**src/rtl/fm_pkg.sv**
```systemverilog
package fm_pkg;
  localparam logic [15:0] VCI_PATH_SEG = 16'd3;
  localparam logic [15:0] VCI_PATH_E2E = 16'd4;
  localparam logic [2:0]  PTI_CHAN_SEG = 3'b100;
  localparam logic [2:0]  PTI_CHAN_E2E = 3'b101;
  localparam logic [3:0]  OAM_KIND_FM  = 4'b0001;
  localparam logic [3:0]  FN_AIS       = 4'b0000;
  localparam logic [3:0]  FN_RDI       = 4'b0001;
  localparam int          KINDS        = 4;   // path ais, path rdi, chan ais, chan rdi

  typedef enum logic {LVL_PATH = 1'b0, LVL_CHAN = 1'b1} fm_level_e;

  typedef struct packed {
    logic      hit;
    fm_level_e level;
    logic      is_rdi;
  } fm_evt_t;
endpackage

```
**src/rtl/fm_cell_classify.sv**
```systemverilog
module fm_cell_classify
  import fm_pkg::*;
(
  input  logic        accept,
  input  logic [15:0] vci,
  input  logic [2:0]  pti,
  input  logic [3:0]  oam_type,
  input  logic [3:0]  fn_type,
  output fm_evt_t     evt
);
  logic on_path, on_chan, fm_code, fn_known;

  always_comb begin
    on_path    = (vci == VCI_PATH_SEG) || (vci == VCI_PATH_E2E);
    on_chan    = !on_path && ((pti == PTI_CHAN_SEG) || (pti == PTI_CHAN_E2E));
    fm_code    = (oam_type == OAM_KIND_FM);
    fn_known   = (fn_type == FN_AIS) || (fn_type == FN_RDI);
    evt.hit    = accept && (on_path || on_chan) && fm_code && fn_known;
    evt.level  = on_path ? LVL_PATH : LVL_CHAN;
    evt.is_rdi = (fn_type == FN_RDI);
  end
endmodule

```
**src/rtl/fm_tick_gen.sv**
```systemverilog
module fm_tick_gen #(
  parameter int PRE_W = 16
) (
  input  logic             clk,
  input  logic             rst_n,
  input  logic [PRE_W-1:0] div,
  output logic             tick
);
  logic [PRE_W-1:0] cnt_q;
  logic [PRE_W-1:0] limit;

  always_comb begin
    limit = (div == '0) ? '0 : div - 1'b1;
    tick  = (cnt_q >= limit);
  end

  always_ff @(posedge clk or negedge rst_n) begin
    if (!rst_n)    cnt_q <= '0;
    else if (tick) cnt_q <= '0;
    else           cnt_q <= cnt_q + 1'b1;
  end
endmodule

```
**src/rtl/fm_alarm_table.sv**
```systemverilog
module fm_alarm_table
  import fm_pkg::*;
#(
  parameter int N_SLOT    = 4,
  parameter int SLOT_W    = 2,
  parameter int CLR_TICKS = 3
) (
  input  logic                    clk,
  input  logic                    rst_n,
  input  fm_evt_t                 evt,
  input  logic [SLOT_W-1:0]       slot,
  input  logic                    tick,
  output logic [N_SLOT*KINDS-1:0] flag_q,
  output logic [N_SLOT*2-1:0]     ais_next
);
  localparam int SIL_W = $clog2(CLR_TICKS + 1);
  localparam logic [SIL_W-1:0] SIL_LAST = SIL_W'(CLR_TICKS - 1);

  for (genvar g = 0; g < N_SLOT; g++) begin : g_slot
    for (genvar k = 0; k < KINDS; k++) begin : g_kind
      logic             hit, f_q, f_n;
      logic [SIL_W-1:0] s_q, s_n;

      assign hit = evt.hit && (slot == SLOT_W'(g)) &&
                   ({evt.level, evt.is_rdi} == 2'(k));

      always_comb begin
        f_n = f_q;
        s_n = s_q;
        if (hit) begin
          f_n = 1'b1;
          s_n = '0;
        end else if (tick && f_q) begin
          if (s_q == SIL_LAST) begin
            f_n = 1'b0;
            s_n = '0;
          end else begin
            s_n = s_q + 1'b1;
          end
        end
      end

      always_ff @(posedge clk or negedge rst_n) begin
        if (!rst_n) begin
          f_q <= 1'b0;
          s_q <= '0;
        end else begin
          f_q <= f_n;
          s_q <= s_n;
        end
      end

      assign flag_q[g*KINDS + k] = f_q;
      if ((k % 2) == 0) begin : g_ais
        assign ais_next[g*2 + k/2] = f_n;
      end
    end
  end
endmodule

```
**src/rtl/fm_rdi_queue.sv**
```systemverilog
module fm_rdi_queue #(
  parameter int N_REQ = 8,
  parameter int IDX_W = 3
) (
  input  logic             clk,
  input  logic             rst_n,
  input  logic             tick,
  input  logic [N_REQ-1:0] ais_next,
  input  logic             req_ready,
  output logic             req_valid,
  output logic [IDX_W-1:0] req_idx
);
  logic [N_REQ-1:0] pend_q, pend_n, clr, set;
  logic             lock_q;
  logic [IDX_W-1:0] lock_idx_q, lowest;
  logic             hs;

  always_comb begin
    lowest = '0;
    for (int i = N_REQ - 1; i >= 0; i--) begin
      if (pend_q[i]) lowest = IDX_W'(i);
    end
    req_valid = |pend_q;
    req_idx   = lock_q ? lock_idx_q : lowest;
    hs        = req_valid && req_ready;
    clr       = hs ? (N_REQ'(1) << req_idx) : '0;
    set       = tick ? ais_next : '0;
    pend_n    = (pend_q & ~clr) | set;
  end

  always_ff @(posedge clk or negedge rst_n) begin
    if (!rst_n) begin
      pend_q     <= '0;
      lock_q     <= 1'b0;
      lock_idx_q <= '0;
    end else begin
      pend_q     <= pend_n;
      lock_q     <= req_valid && !req_ready;
      lock_idx_q <= req_idx;
    end
  end
endmodule

```
**src/rtl/fm_alarm_responder.sv**
```systemverilog
module fm_alarm_responder
  import fm_pkg::*;
#(
  parameter int N_SLOT    = 4,
  parameter int SLOT_W    = (N_SLOT > 1) ? $clog2(N_SLOT) : 1,
  parameter int PRE_W     = 16,
  parameter int CLR_TICKS = 3
) (
  input  logic              clk,
  input  logic              rst_n,
  input  logic [PRE_W-1:0]  sec_div,
  input  logic              cell_valid,
  output logic              cell_ready,
  input  logic [SLOT_W-1:0] cell_slot,
  input  logic [15:0]       cell_vci,
  input  logic [2:0]        cell_pti,
  input  logic [3:0]        cell_oam_type,
  input  logic [3:0]        cell_fn_type,
  output logic [N_SLOT-1:0] path_ais,
  output logic [N_SLOT-1:0] path_rdi,
  output logic [N_SLOT-1:0] chan_ais,
  output logic [N_SLOT-1:0] chan_rdi,
  output logic              sec_tick,
  output logic              rdi_valid,
  input  logic              rdi_ready,
  output logic [SLOT_W-1:0] rdi_slot,
  output logic              rdi_level
);
  localparam int N_REQ = N_SLOT * 2;
  localparam int IDX_W = SLOT_W + 1;

  fm_evt_t                 evt;
  logic [N_SLOT*KINDS-1:0] flags;
  logic [N_REQ-1:0]        ais_next;
  logic [IDX_W-1:0]        req_idx;

  assign cell_ready = 1'b1;

  fm_cell_classify u_classify (
    .accept   (cell_valid && cell_ready),
    .vci      (cell_vci),
    .pti      (cell_pti),
    .oam_type (cell_oam_type),
    .fn_type  (cell_fn_type),
    .evt      (evt)
  );

  fm_tick_gen #(.PRE_W(PRE_W)) u_tick (
    .clk   (clk),
    .rst_n (rst_n),
    .div   (sec_div),
    .tick  (sec_tick)
  );

  fm_alarm_table #(.N_SLOT(N_SLOT), .SLOT_W(SLOT_W), .CLR_TICKS(CLR_TICKS)) u_table (
    .clk      (clk),
    .rst_n    (rst_n),
    .evt      (evt),
    .slot     (cell_slot),
    .tick     (sec_tick),
    .flag_q   (flags),
    .ais_next (ais_next)
  );

  fm_rdi_queue #(.N_REQ(N_REQ), .IDX_W(IDX_W)) u_queue (
    .clk       (clk),
    .rst_n     (rst_n),
    .tick      (sec_tick),
    .ais_next  (ais_next),
    .req_ready (rdi_ready),
    .req_valid (rdi_valid),
    .req_idx   (req_idx)
  );

  assign rdi_slot  = req_idx[IDX_W-1:1];
  assign rdi_level = req_idx[0];

  for (genvar g = 0; g < N_SLOT; g++) begin : g_out
    assign path_ais[g] = flags[g*KINDS + 0];
    assign path_rdi[g] = flags[g*KINDS + 1];
    assign chan_ais[g] = flags[g*KINDS + 2];
    assign chan_rdi[g] = flags[g*KINDS + 3];
  end
endmodule

```
**config.mk**
```make
export PLATFORM = sky130hd
export DESIGN_NAME = fm_alarm_responder
export DESIGN_NICKNAME = d
export VERILOG_FILES = /design/src/rtl/fm_pkg.sv /design/src/rtl/fm_cell_classify.sv /design/src/rtl/fm_tick_gen.sv /design/src/rtl/fm_alarm_table.sv /design/src/rtl/fm_rdi_queue.sv /design/src/rtl/fm_alarm_responder.sv
export SDC_FILE = /design/constraint.sdc
export NUM_CORES = 1
export LEC_CHECK = 0
export BUFFER_PORTS_ARGS = -buffer_cell sky130_fd_sc_hd__buf_2
export CAP_MARGIN = 20
export CELL_PAD_IN_SITES_DETAIL_PLACEMENT = 0
export CELL_PAD_IN_SITES_GLOBAL_PLACEMENT = 2
export CORE_UTILIZATION = 35
export CTS_CLUSTER_SIZE = 14
export DETAILED_ROUTE_END_ITERATION = 10
export PLACE_DENSITY_LB_ADDON = 0.15
export SYNTH_ARGS = -nofsm -noshare
export SYNTH_HDL_FRONTEND = slang
export SYNTH_SLANG_ARGS = --single-unit
```
**constraint.sdc**
```tcl
create_clock -name clk -period 4 [get_ports clk]
set_input_delay 0.2 -clock clk [delete_from_list [all_inputs] [get_ports clk]]
set_output_delay 0.2 -clock clk [all_outputs]
set_load 0.05 [all_outputs]
```
==> metrics.txt, run 1 <==
FP Rows=42; Worst Setup Path Type=primary input to primary output; slew margin rel.=48.2%; clock sink total=76; P per Cell Area=502 nW/um^2; DP Area=5160 um^2; syn_nets=611; Slew Limit Fails=0; Final Core Density=42.0%; post-synthesis sequential element count=76; die width=118 um; CTS resizes=0; Final TNS setup=0 ps; Setup Buffers After CTS=0; drt drc=0; Initial Util=35.8%; Port Buffers=68; Multi-input gate area=2550 um^2; met3 Use GR=4.34%; post-DP HPWL=8020 um; status=finished clean; initial drt markers=193; clock transition at the registers of the reported paths=60 ps; clock buffer count from CTS=9; layout cell share with drive strength beyond 1=17.1%; hold buffers post-CTS=0; CTS tree=built; Critical Path Max Stage Delay=410 ps; Core Area=13200 um^2; Mapped Area=4730 um^2; Peak VDD IR=327 uV; H-tree depth=3; Detail Route Antenna Nets=0; RSZ-0062 raised after global routing=no; ys async rst share=100%; Clock Power Share=34.0%; WL/cell=13.9 um; gpl congestion=0.738; grt ovf=0; Max Cap Viol=0; Post-synth EDFFs=0; P_leak=2.52 nW; Syn. warnings=0; Mapped Cells=543; fillers=1311; final period utilization=87.5%; final setup fails=0; register area share after synthesis=40.2%; area grow syn2layout=17.2%; routed wire length=10900 um; nets=671; pin count of the biggest net entering global routing=77; Required @ worst endpoint=3800 ps; worst-path maximum fanout=18; fin area=5540 um^2; Psw=957 uW; met2 global-route usage=25.5%; CP startpoint kind=primary input; Slew @ Worst Pin=772 ps; share of power burned in registers=38.4%; Fmax achieved=286 MHz; Final Critical Period=3500 ps; root buffer cell=clkbuf_16; hold_ws=34.7 ps; Critical Path Most Common Cell=nand2_1; Sw Ratio=34.4%; Hold WC Path Type=primary input to flip-flop; Worst path slowest cell=nor4_1; Max Buffers Root-to-Sink=2; antenna cells=0; met1 Usage GRT=23.5%; Synth Flop Type=dfrtp_1; critical path arrival=3300 ps; GRT Max-Usage Layer=met2; die area=14000 um^2; Netlist cell types=50; vias in the first global route=3711; Internal Power=1.82 mW; Vias/cell=4.85; routed vias=3803; synthesized area per cell=8.71 um^2; final hold viol count=0; Critical Path Sink Type=primary output; FF/Latch Area=1900 um^2; Gate power share=27.6%; first-pass GRT wire length=18300 um; insertion delay to the later sink of the worst-skew pair=340 ps; Ports=71; Setup Skew=3.87 ps; initial antenna violation count=0; GR Util All Layers=16.8%; crit path cell chain=buf_2 -> nor4_1 -> and2b_1 -> nand2_1 -> nor4_1 -> xor2_1 -> nand2_1 -> ha_1 -> nand2_1 -> nor3_2 -> inv_1 -> o21a_1 -> inv_2 -> buf_2; drt first pass iters=4; Die Ht=118 um
[through the flow]
step	power, mW	setup WS (ps)	instances
2_1_floorplan	1.66	489	543
3_3_place_gp	1.83	456	766
3_5_place_dp	1.85	426	766
4_1_cts	2.82	483	782
5_1_grt	2.96	217	784
6_report	2.78	498	784
[state kept, by name (all words and copies together) (netlist names)]
| name | count |
|---|---|
| u_queue.lock_q | 1 |
| u_tick.cnt_q | 16 |
| u_table.g_slot.g_kind.f_q | 16 |
| u_table.g_slot.g_kind.s_q | 32 |
| u_queue.lock_idx_q | 3 |
| u_queue.pend_q | 8 |
[per-layer routing]
layer,vias to the layer above,part of all wire (%)
li1,1975,-
met1,1760,51
met2,60,44
met3,8,3.3
met4,0,1.1
met5,-,0
[worst max-delay path, delay by kind of cell]
family	cells	cell delay (ps)
buf+inv	4	780
simple gates	7	1620
compound gates	1	210
fa+ha+maj	1	300
xor+xnor	1	180
[Yosys cell counts (3+ instances only)]
cell type  instances  area [um^2]
nor3_2             3         30.0
nand4_1            5         31.3
o22ai_1           23          144
nand2_1           57          214
inv_1             26         97.6
nor4_1             9         56.3
and2_1             4         25.0
ha_1              19          238
and3_1             7         43.8
nand3_1            7         35.0
mux2i_1           34          340
dfrtp_1           76         1900
buf_4             17          128
nor2_1            87          327
nor3b_1            6         45.0
nand3b_1           3         22.5
a22oi_1            5         37.5
xor2_1            16          140
o21ai_0           25          125
nand2b_1          18          113
nor2b_1           18          113
xnor2_1            9         78.8
clkbuf_1           7         26.3
a21oi_1           21          105
nor3_1            10         50.1
[power groups by stage]
stage / sequential (mW) / combinational [mW] / clock, mW
2_1_floorplan: 1.04 / 0.621 / 0
3_3_place_gp: 1.08 / 0.754 / 0
3_5_place_dp: 1.08 / 0.771 / 0
4_1_cts: 1.07 / 0.774 / 0.979
5_1_grt: 1.10 / 0.853 / 1.01
6_report: 1.07 / 0.767 / 0.946
[layout by cell type (no fill, tap or decap), drive strengths merged, types with 3 or more instances in the layout]
master / Yosys / routed
a21oi: 21 / 21
nand2: 57 / 57
nand2b: 18 / 18
ha: 19 / 19
dfrtp: 76 / 76
mux2i: 34 / 34
and3: 7 / 7
a22oi: 5 / 5
clkbuf: 7 / 10
nand4: 5 / 5
inv: 27 / 27
nor3b: 6 / 6
xnor2: 9 / 9
nor4: 9 / 9
o21ai: 26 / 26
nand3b: 3 / 3
xor2: 16 / 16
nor2: 88 / 88
nor3: 13 / 13
or4: 3 / 3
and2: 4 / 4
bufinv: 0 / 3
o22ai: 23 / 23
buf: 20 / 75
nand3: 8 / 8
nor2b: 18 / 18
[final cells by class]
type                            instances  share of cell area [%]
Clock inverter                          6                    2.01
Multi-Input combinational cell        413                    46.0
Inverter                               27                    1.83
Sequential cell                        76                    34.3
Timing Repair Buffer                   76                    7.54
Clock buffer                           10                    4.31
Tap cell                              176                    3.97
[cells by family (layout without fill, tap and decap cells)]
group	count (synthesis)	after routing	synth area share, %
and+or+nand+nor	247	247	26.0
adders and majority gates	19	19	5.03
xor gates and xnor gates	25	25	4.63
muxes	34	34	7.20
other	1	1	0.0793
buffers and inverters	54	119	5.85
DFF	76	76	40.2
AOI/OAI and AO/OA	87	87	11.0
[path summary, 6_finish.rpt]
path / end / slack, ps / depth (start not counted) / startpoint
worst min register to register: u_table.g_slot[1].g_kind[3].f_q / 530 / 1 / u_table.g_slot[1].g_kind[3].f_q
worst min-delay path: u_queue.lock_q / 30 / 2 / rdi_ready
min in group asynchronous: u_tick.cnt_q[13] / 380 / 2 / rst_n
worst max register to register: u_table.g_slot[0].g_kind[2].s_q[1] / 1720 / 8 / u_tick.cnt_q[11]
max in group asynchronous: u_table.g_slot[2].g_kind[1].s_q[1] / 3020 / 3 / rst_n
worst max-delay path: sec_tick / 500 / 14 / sec_div[5]
No activity file was read; power rests on OpenSTA's default activity.
==> inputs of run 2 (changes only) <==
- PLACE_DENSITY_LB_ADDON: 0.15 -> 0.1
==> run 2 against run 1 <==
  * Maximum frequency is 2.8% lower
  * Largest cell class unchanged
  * Worst hold slack better by 8.3 ps
  * Final area is 0.43% lower
==> metrics.txt, run 2 (same netlist as run 1, synthesis figures left out) <==
final setup fails=0 (unchanged); RSZ-0062 raised after global routing=no; root buffer cell=clkbuf_16; die width=118 um (unchanged); critical path arrival=3400 ps (+100 ps); initial antenna violation count=0 (unchanged); H-tree depth=3 (unchanged); routed vias=3870 (+1.8%); slew margin rel.=48.1% (about the same); layout cell share with drive strength beyond 1=16.9% (-0.19 points); max reg flops=32 (unchanged); Slew @ Worst Pin=771 ps (-0.619 ps); Final Critical Period=3600 ps (+102 ps); P_leak=2.51 nW (-0.27%); Max Buffers Root-to-Sink=2 (unchanged); antenna cells=0 (unchanged); vias in the first global route=3808 (+2.6%); Cells after DPL=768 (+0.26%); Ports=71 (unchanged); final period utilization=90.1% (+2.5 points); nets=673 (+0.30%); R2R depth=8 (unchanged); drt drc=0 (unchanged); gpl congestion=0.741 (+0.46%); Die Ht=118 um (unchanged); commonest non-fill, non-tap cells in the layout=nor2_1 (87), dfrtp_1 (76), buf_2 (67); Peak VDD IR=343 uV (+4.7%); routed wire length=11300 um (+3.2%); Hold WC Path Type=primary input to flip-flop; initial drt markers=166 (-14%); Worst R2R Start=u_tick.cnt_q[11]; WL/cell=14.3 um (+3.0%); pin count of the biggest net entering global routing=77 (unchanged); Initial Util=35.8% (unchanged); flop2flop setup slack=1700 ps (-20 ps); Worst path slowest cell=or4_4; final hold viol count=0 (unchanged); Setup Buffers After CTS=0 (unchanged); CP startpoint kind=primary input; drt first pass iters=5 (+1); hold_ws=42.9 ps (+8.28 ps); CTS resizes=0 (unchanged); first-pass GRT wire length=18900 um (+2.9%); P per Cell Area=484 nW/um^2 (-3.6%); area grow syn2layout=16.7%; most common cell after layout, fill and taps aside=nor2_1; hold buffers post-CTS=0 (unchanged); crit path cell chain=buf_2 -> or4_4 -> or4_4 -> nor2_4 -> nand3_1 -> mux2i_1 -> ha_1 -> nand2_1 -> nor3_2 -> inv_1 -> o21a_1 -> inv_2 -> buf_2; Critical Path Max Stage Delay=550 ps (+140 ps); Setup Skew=5.17 ps (+1.30 ps); CP top delay family=simple AND/OR/NAND/NOR gates; hold path depth=2 (unchanged); Detail Route Antenna Nets=0 (unchanged); Port Buffers=68 (unchanged); Slew Limit Fails=0 (unchanged); largest registers=u_table.g_slot.g_kind.s_q: 32 flops, u_table.g_slot.g_kind.f_q: 16 flops, u_tick.cnt_q: 16 flops; reg-to-reg critical path endpoint=u_table.g_slot[2].g_kind[0].s_q[1]; status=finished clean; Critical Path Sink Type=primary output; GR Util All Layers=17.2% (+0.39 points); worst-path maximum fanout=18 (unchanged); Required @ worst endpoint=3800 ps (about the same); Fmax achieved=278 MHz (-2.8%); clock sink total=76 (unchanged); CP Buf/Inv Count=4 (unchanged); FP Rows=42 (unchanged); post-DP HPWL=8270 um (+3.1%); Hold Crit Endpoint=u_queue.lock_q; die area=14000 um^2 (unchanged); CTS tree=built; insertion delay to the later sink of the worst-skew pair=330 ps (about the same); Worst Hold Launch=rdi_ready; Vias/cell=4.93 (+1.6%); Worst Setup Path Type=primary input to primary output; non-filler instance count after layout=785 (+0.13%); Biggest register=u_table.g_slot.g_kind.s_q; Core Area=13200 um^2 (unchanged); Final TNS setup=0 ps (unchanged); clock buffer count from CTS=9 (unchanged); grt ovf=0 (unchanged); Max Cap Viol=0 (unchanged); clock transition at the registers of the reported paths=60 ps (about the same)
[run 2: cell count changes in the layout (fill, tap and decap cells not counted), sizes merged]
cell      previous run  this run
clkbuf              10        14
buf                 75        77
bufinv               3         1
clkinv               2         0
clkinvlp             1         0
[run 2: worst register-to-register path: stages (launching register included)]
cell and delay, ps:
dfrtp_1 440, ha_1 340, nand4_1 110, nor3_2 360, buf_4 270, nand2_1 70
o22ai_1 320, mux2i_1 230, nor2_1 50
[run 2: worst max-delay path by stage]
stage                startpoint  depth (start not counted)                         endpoint  slack (ps)
detailed placement  sec_div[10]                         14  u_table.g_slot[2].g_kind[1].f_q         300
global placement    sec_div[10]                         14  u_table.g_slot[3].g_kind[1].f_q         330
floorplan           sec_div[10]                         13                 u_tick.cnt_q[10]         490
CTS                 sec_div[10]                         13                         sec_tick         320
global route        sec_div[10]                         13                         sec_tick         120
finish              sec_div[10]                         13                         sec_tick         400
[run 2: routing by layer]
layer / vias up / global-route usage (%) / routed length, um
met5: - / 0 / 0
met4: 0 / 4.57 / 116
met3: 12 / 3.43 / 295
met2: 51 / 28.4 / 5290
met1: 1831 / 22.9 / 5560
li1: 1976 / - / -
[run 2: per-stage QoR]
step / setup slack [ps] / util (%) / instance area [um^2] / total power [mW]
3_3_place_gp: 326 / 39.2 / 5180 / 1.83
4_1_cts: 318 / 41.5 / 5480 / 2.71
5_1_grt: 118 / 41.8 / 5520 / 2.85
6_report: 397 / 41.8 / 5520 / 2.67
3_5_place_dp: 298 / 39.2 / 5180 / 1.86
2_1_floorplan: 489 / - / 4730 / 1.66
[run 2: cell type report]
class,instances,area [um^2]
Fill cell,1340,7670
Sequential cell,76,1900
Tap cell,176,220
Multi-Input combinational cell,413,2550
Timing Repair Buffer,78,440
Clock buffer,14,274
Clock inverter,1,30.0
Inverter,27,101
[run 2: where the power goes]
part / internal, mW / switching [mW] / total, mW
logic: 0.282 / 0.486 / 0.768
registers: 0.920 / 0.149 / 1.07
clock network: 0.532 / 0.301 / 0.832
==> inputs of run 3 (changes only) <==
- CORE_MARGIN: unset -> 4
==> run 3 against run 2 <==
  * Die area grew 10%
  * Routed wire length shrank 0.77%
  * Setup slack gained 120 ps
  * Power shrank 1.3%
  * Combinational power shrank 1%
  * Non-clock buffer count shrank 2
  * Worst hold slack is essentially flat
  * Via count shrank 1.2%
  * Critical endpoint unchanged
==> metrics.txt, run 3 (same netlist as run 1, synthesis figures left out) <==
Port Buffers=68 (unchanged); final setup fails=0 (unchanged); Worst path slowest cell=or4_4; clock sink total=76 (unchanged); Die Ht=124 um (+5.1%); crit path cell chain=buf_2 -> or4_4 -> or4_4 -> nor2_4 -> nand3_2 -> nand2_1 -> ha_1 -> a21oi_1 -> o21ai_0 -> a21oi_1 -> o21a_1 -> inv_2 -> buf_2; Peak VDD IR=331 uV (-3.4%); final hold viol count=0 (unchanged); final worst slack=514 ps (+117 ps); pre-CTS WS=431 ps (+132 ps); die area=15400 um^2 (+10%); routed vias=3824 (-1.2%); CTS tree=built; Worst Setup Path Type=primary input to primary output; clock transition at the registers of the reported paths=60 ps (about the same); slew margin rel.=54.1% (+5.9 points); Setup Skew=8.07 ps (+2.90 ps); Hold WC Path Type=primary input to flip-flop; area grow syn2layout=16.1%; post-DP HPWL=8380 um (+1.3%); Initial Util=35.7% (-0.14 points); most common cell after layout, fill and taps aside=nor2_1; Critical Path Max Stage Delay=550 ps (about the same); drt first pass iters=4 (-1); initial drt markers=187 (+13%); worst-path maximum fanout=18 (unchanged); clock buffer count from CTS=9 (unchanged); pin count of the biggest net entering global routing=77 (unchanged); RSZ-0062 raised after global routing=no; max reg flops=32 (unchanged); H-tree depth=3 (unchanged); total power=2.64 mW (-1.3%); Final Critical Period=3490 ps (-117 ps); P_leak=2.50 nW (-0.58%); largest registers=u_table.g_slot.g_kind.s_q: 32 flops, u_table.g_slot.g_kind.f_q: 16 flops, u_tick.cnt_q: 16 flops; CTS resizes=0 (unchanged); die width=124 um (+5.1%); Critical Path Sink Type=primary output; drt drc=0 (unchanged); Slew Limit Fails=0 (unchanged); final period utilization=87.1% (-2.9 points); root buffer cell=clkbuf_16; layout cell share with drive strength beyond 1=17.0% (+0.056 points); Ports=71 (unchanged); Final TNS setup=0 ps (unchanged); FF/Latch Area=1900 um^2 (unchanged); Multi-input gate area=2550 um^2 (unchanged); FP Rows=42 (unchanged); vias in the first global route=3903 (+2.5%); gpl congestion=0.718 (-3.1%); critical path arrival=3290 ps (-110 ps); CP startpoint kind=primary input; P per Cell Area=480 nW/um^2 (-0.79%); Max Cap Viol=0 (unchanged); status=finished clean; grt ovf=0 (unchanged); fillers=1373 (+2.5%); Slew @ Worst Pin=684 ps (-87.1 ps); routed wire length=11200 um (-0.77%); Max Buffers Root-to-Sink=2 (unchanged); Biggest register=u_table.g_slot.g_kind.s_q; Required @ worst endpoint=3800 ps (about the same); Core Area=13200 um^2 (+0.40%); GR Util All Layers=15.4% (-1.8 points); Fmax achieved=287 MHz (+3.4%); first-pass GRT wire length=19500 um (+3.5%); Setup Buffers After CTS=0 (unchanged); antenna cells=0 (unchanged); commonest non-fill, non-tap cells in the layout=nor2_1 (87), dfrtp_1 (76), buf_2 (67); Detail Route Antenna Nets=0 (unchanged); WL/cell=14.3 um (-0.52%); insertion delay to the later sink of the worst-skew pair=340 ps (about the same); initial antenna violation count=0 (unchanged); Vias/cell=4.88 (-0.94%); nets=671 (-0.30%)
run 3: cell types whose count changed in the layout (fill, tap and decap cells not counted), sizes merged:
cell,delta
buf,-2
clkbuf,-4
clkinv,+3
clkinvlp,+1
run 3: layout make-up:
class	count	share of cell area (%)
clock buffers	10	4.35
clock inverters	5	0.957
inverters	27	1.85
multi-input cells	413	46.4
flip-flops and latches	76	34.6
well taps	176	4.01
repair buffers	76	7.75
run 3: power by group:
| group | leakage [nW] | internal, mW | switching, mW |
|---|---|---|---|
| logic | 1.34 | 0.279 | 0.481 |
| registers | 1.02 | 0.920 | 0.151 |
| clock network | 0.144 | 0.493 | 0.311 |
| total | 2.50 | 1.69 | 0.943 |
run 3: worst paths after layout:
check                                                   start                            endpoint  slack [ps]  cells past startpoint
max in group asynchronous                               rst_n  u_table.g_slot[2].g_kind[1].s_q[0]        3050                      3
min                                                 rdi_ready                      u_queue.lock_q          40                      2
max                                               sec_div[10]                            sec_tick         510                     13
min reg2reg                u_table.g_slot[0].g_kind[0].s_q[0]  u_table.g_slot[0].g_kind[0].s_q[0]         550                      2
max reg2reg                                  u_tick.cnt_q[11]  u_table.g_slot[0].g_kind[2].s_q[0]        1740                      8
min in group asynchronous                               rst_n                    u_tick.cnt_q[14]         360                      2
run 3: metal layers:
metal / up-vias / share of wire [%] / GRT usage [%] / wire length (um)
li1: 1973 / - / - / -
met1: 1795 / 51 / 21.5 / 5700
met2: 50 / 45 / 23.8 / 5000
met3: 6 / 3.5 / 4.30 / 389
met4: 0 / 0.82 / 3.48 / 92
met5: - / 0 / 0 / 0
run 3: timing repair:
item	in CTS	in global routing
setup endpoints to repair	0	0
hold endpoints to repair	0	32
hold buffers	0	1
run 3: worst max-delay path: cells and delay by family:
family | cells | cell delay, ps
AOI/OAI and AO/OA | 4 | 810
adders and majority gates | 1 | 260
buffers and inverters | 3 | 500
and+or+nand+nor | 5 | 1500
run 3: metrics by stage:
| stage | utilization, % | hold WS [ps] | cells | cell area, um^2 |
|---|---|---|---|---|
| final | 41.5 | 42.8 | 783 | 5490 |
| after global routing | 41.5 | 41.8 | 783 | 5490 |
| after global placement | 39.0 | 384 | 766 | 5160 |
| after CTS | 41.2 | 23.0 | 781 | 5450 |
| after floorplan | - | -95.6 | 543 | 4730 |
| after detailed placement | 39.0 | 389 | 766 | 5160 |
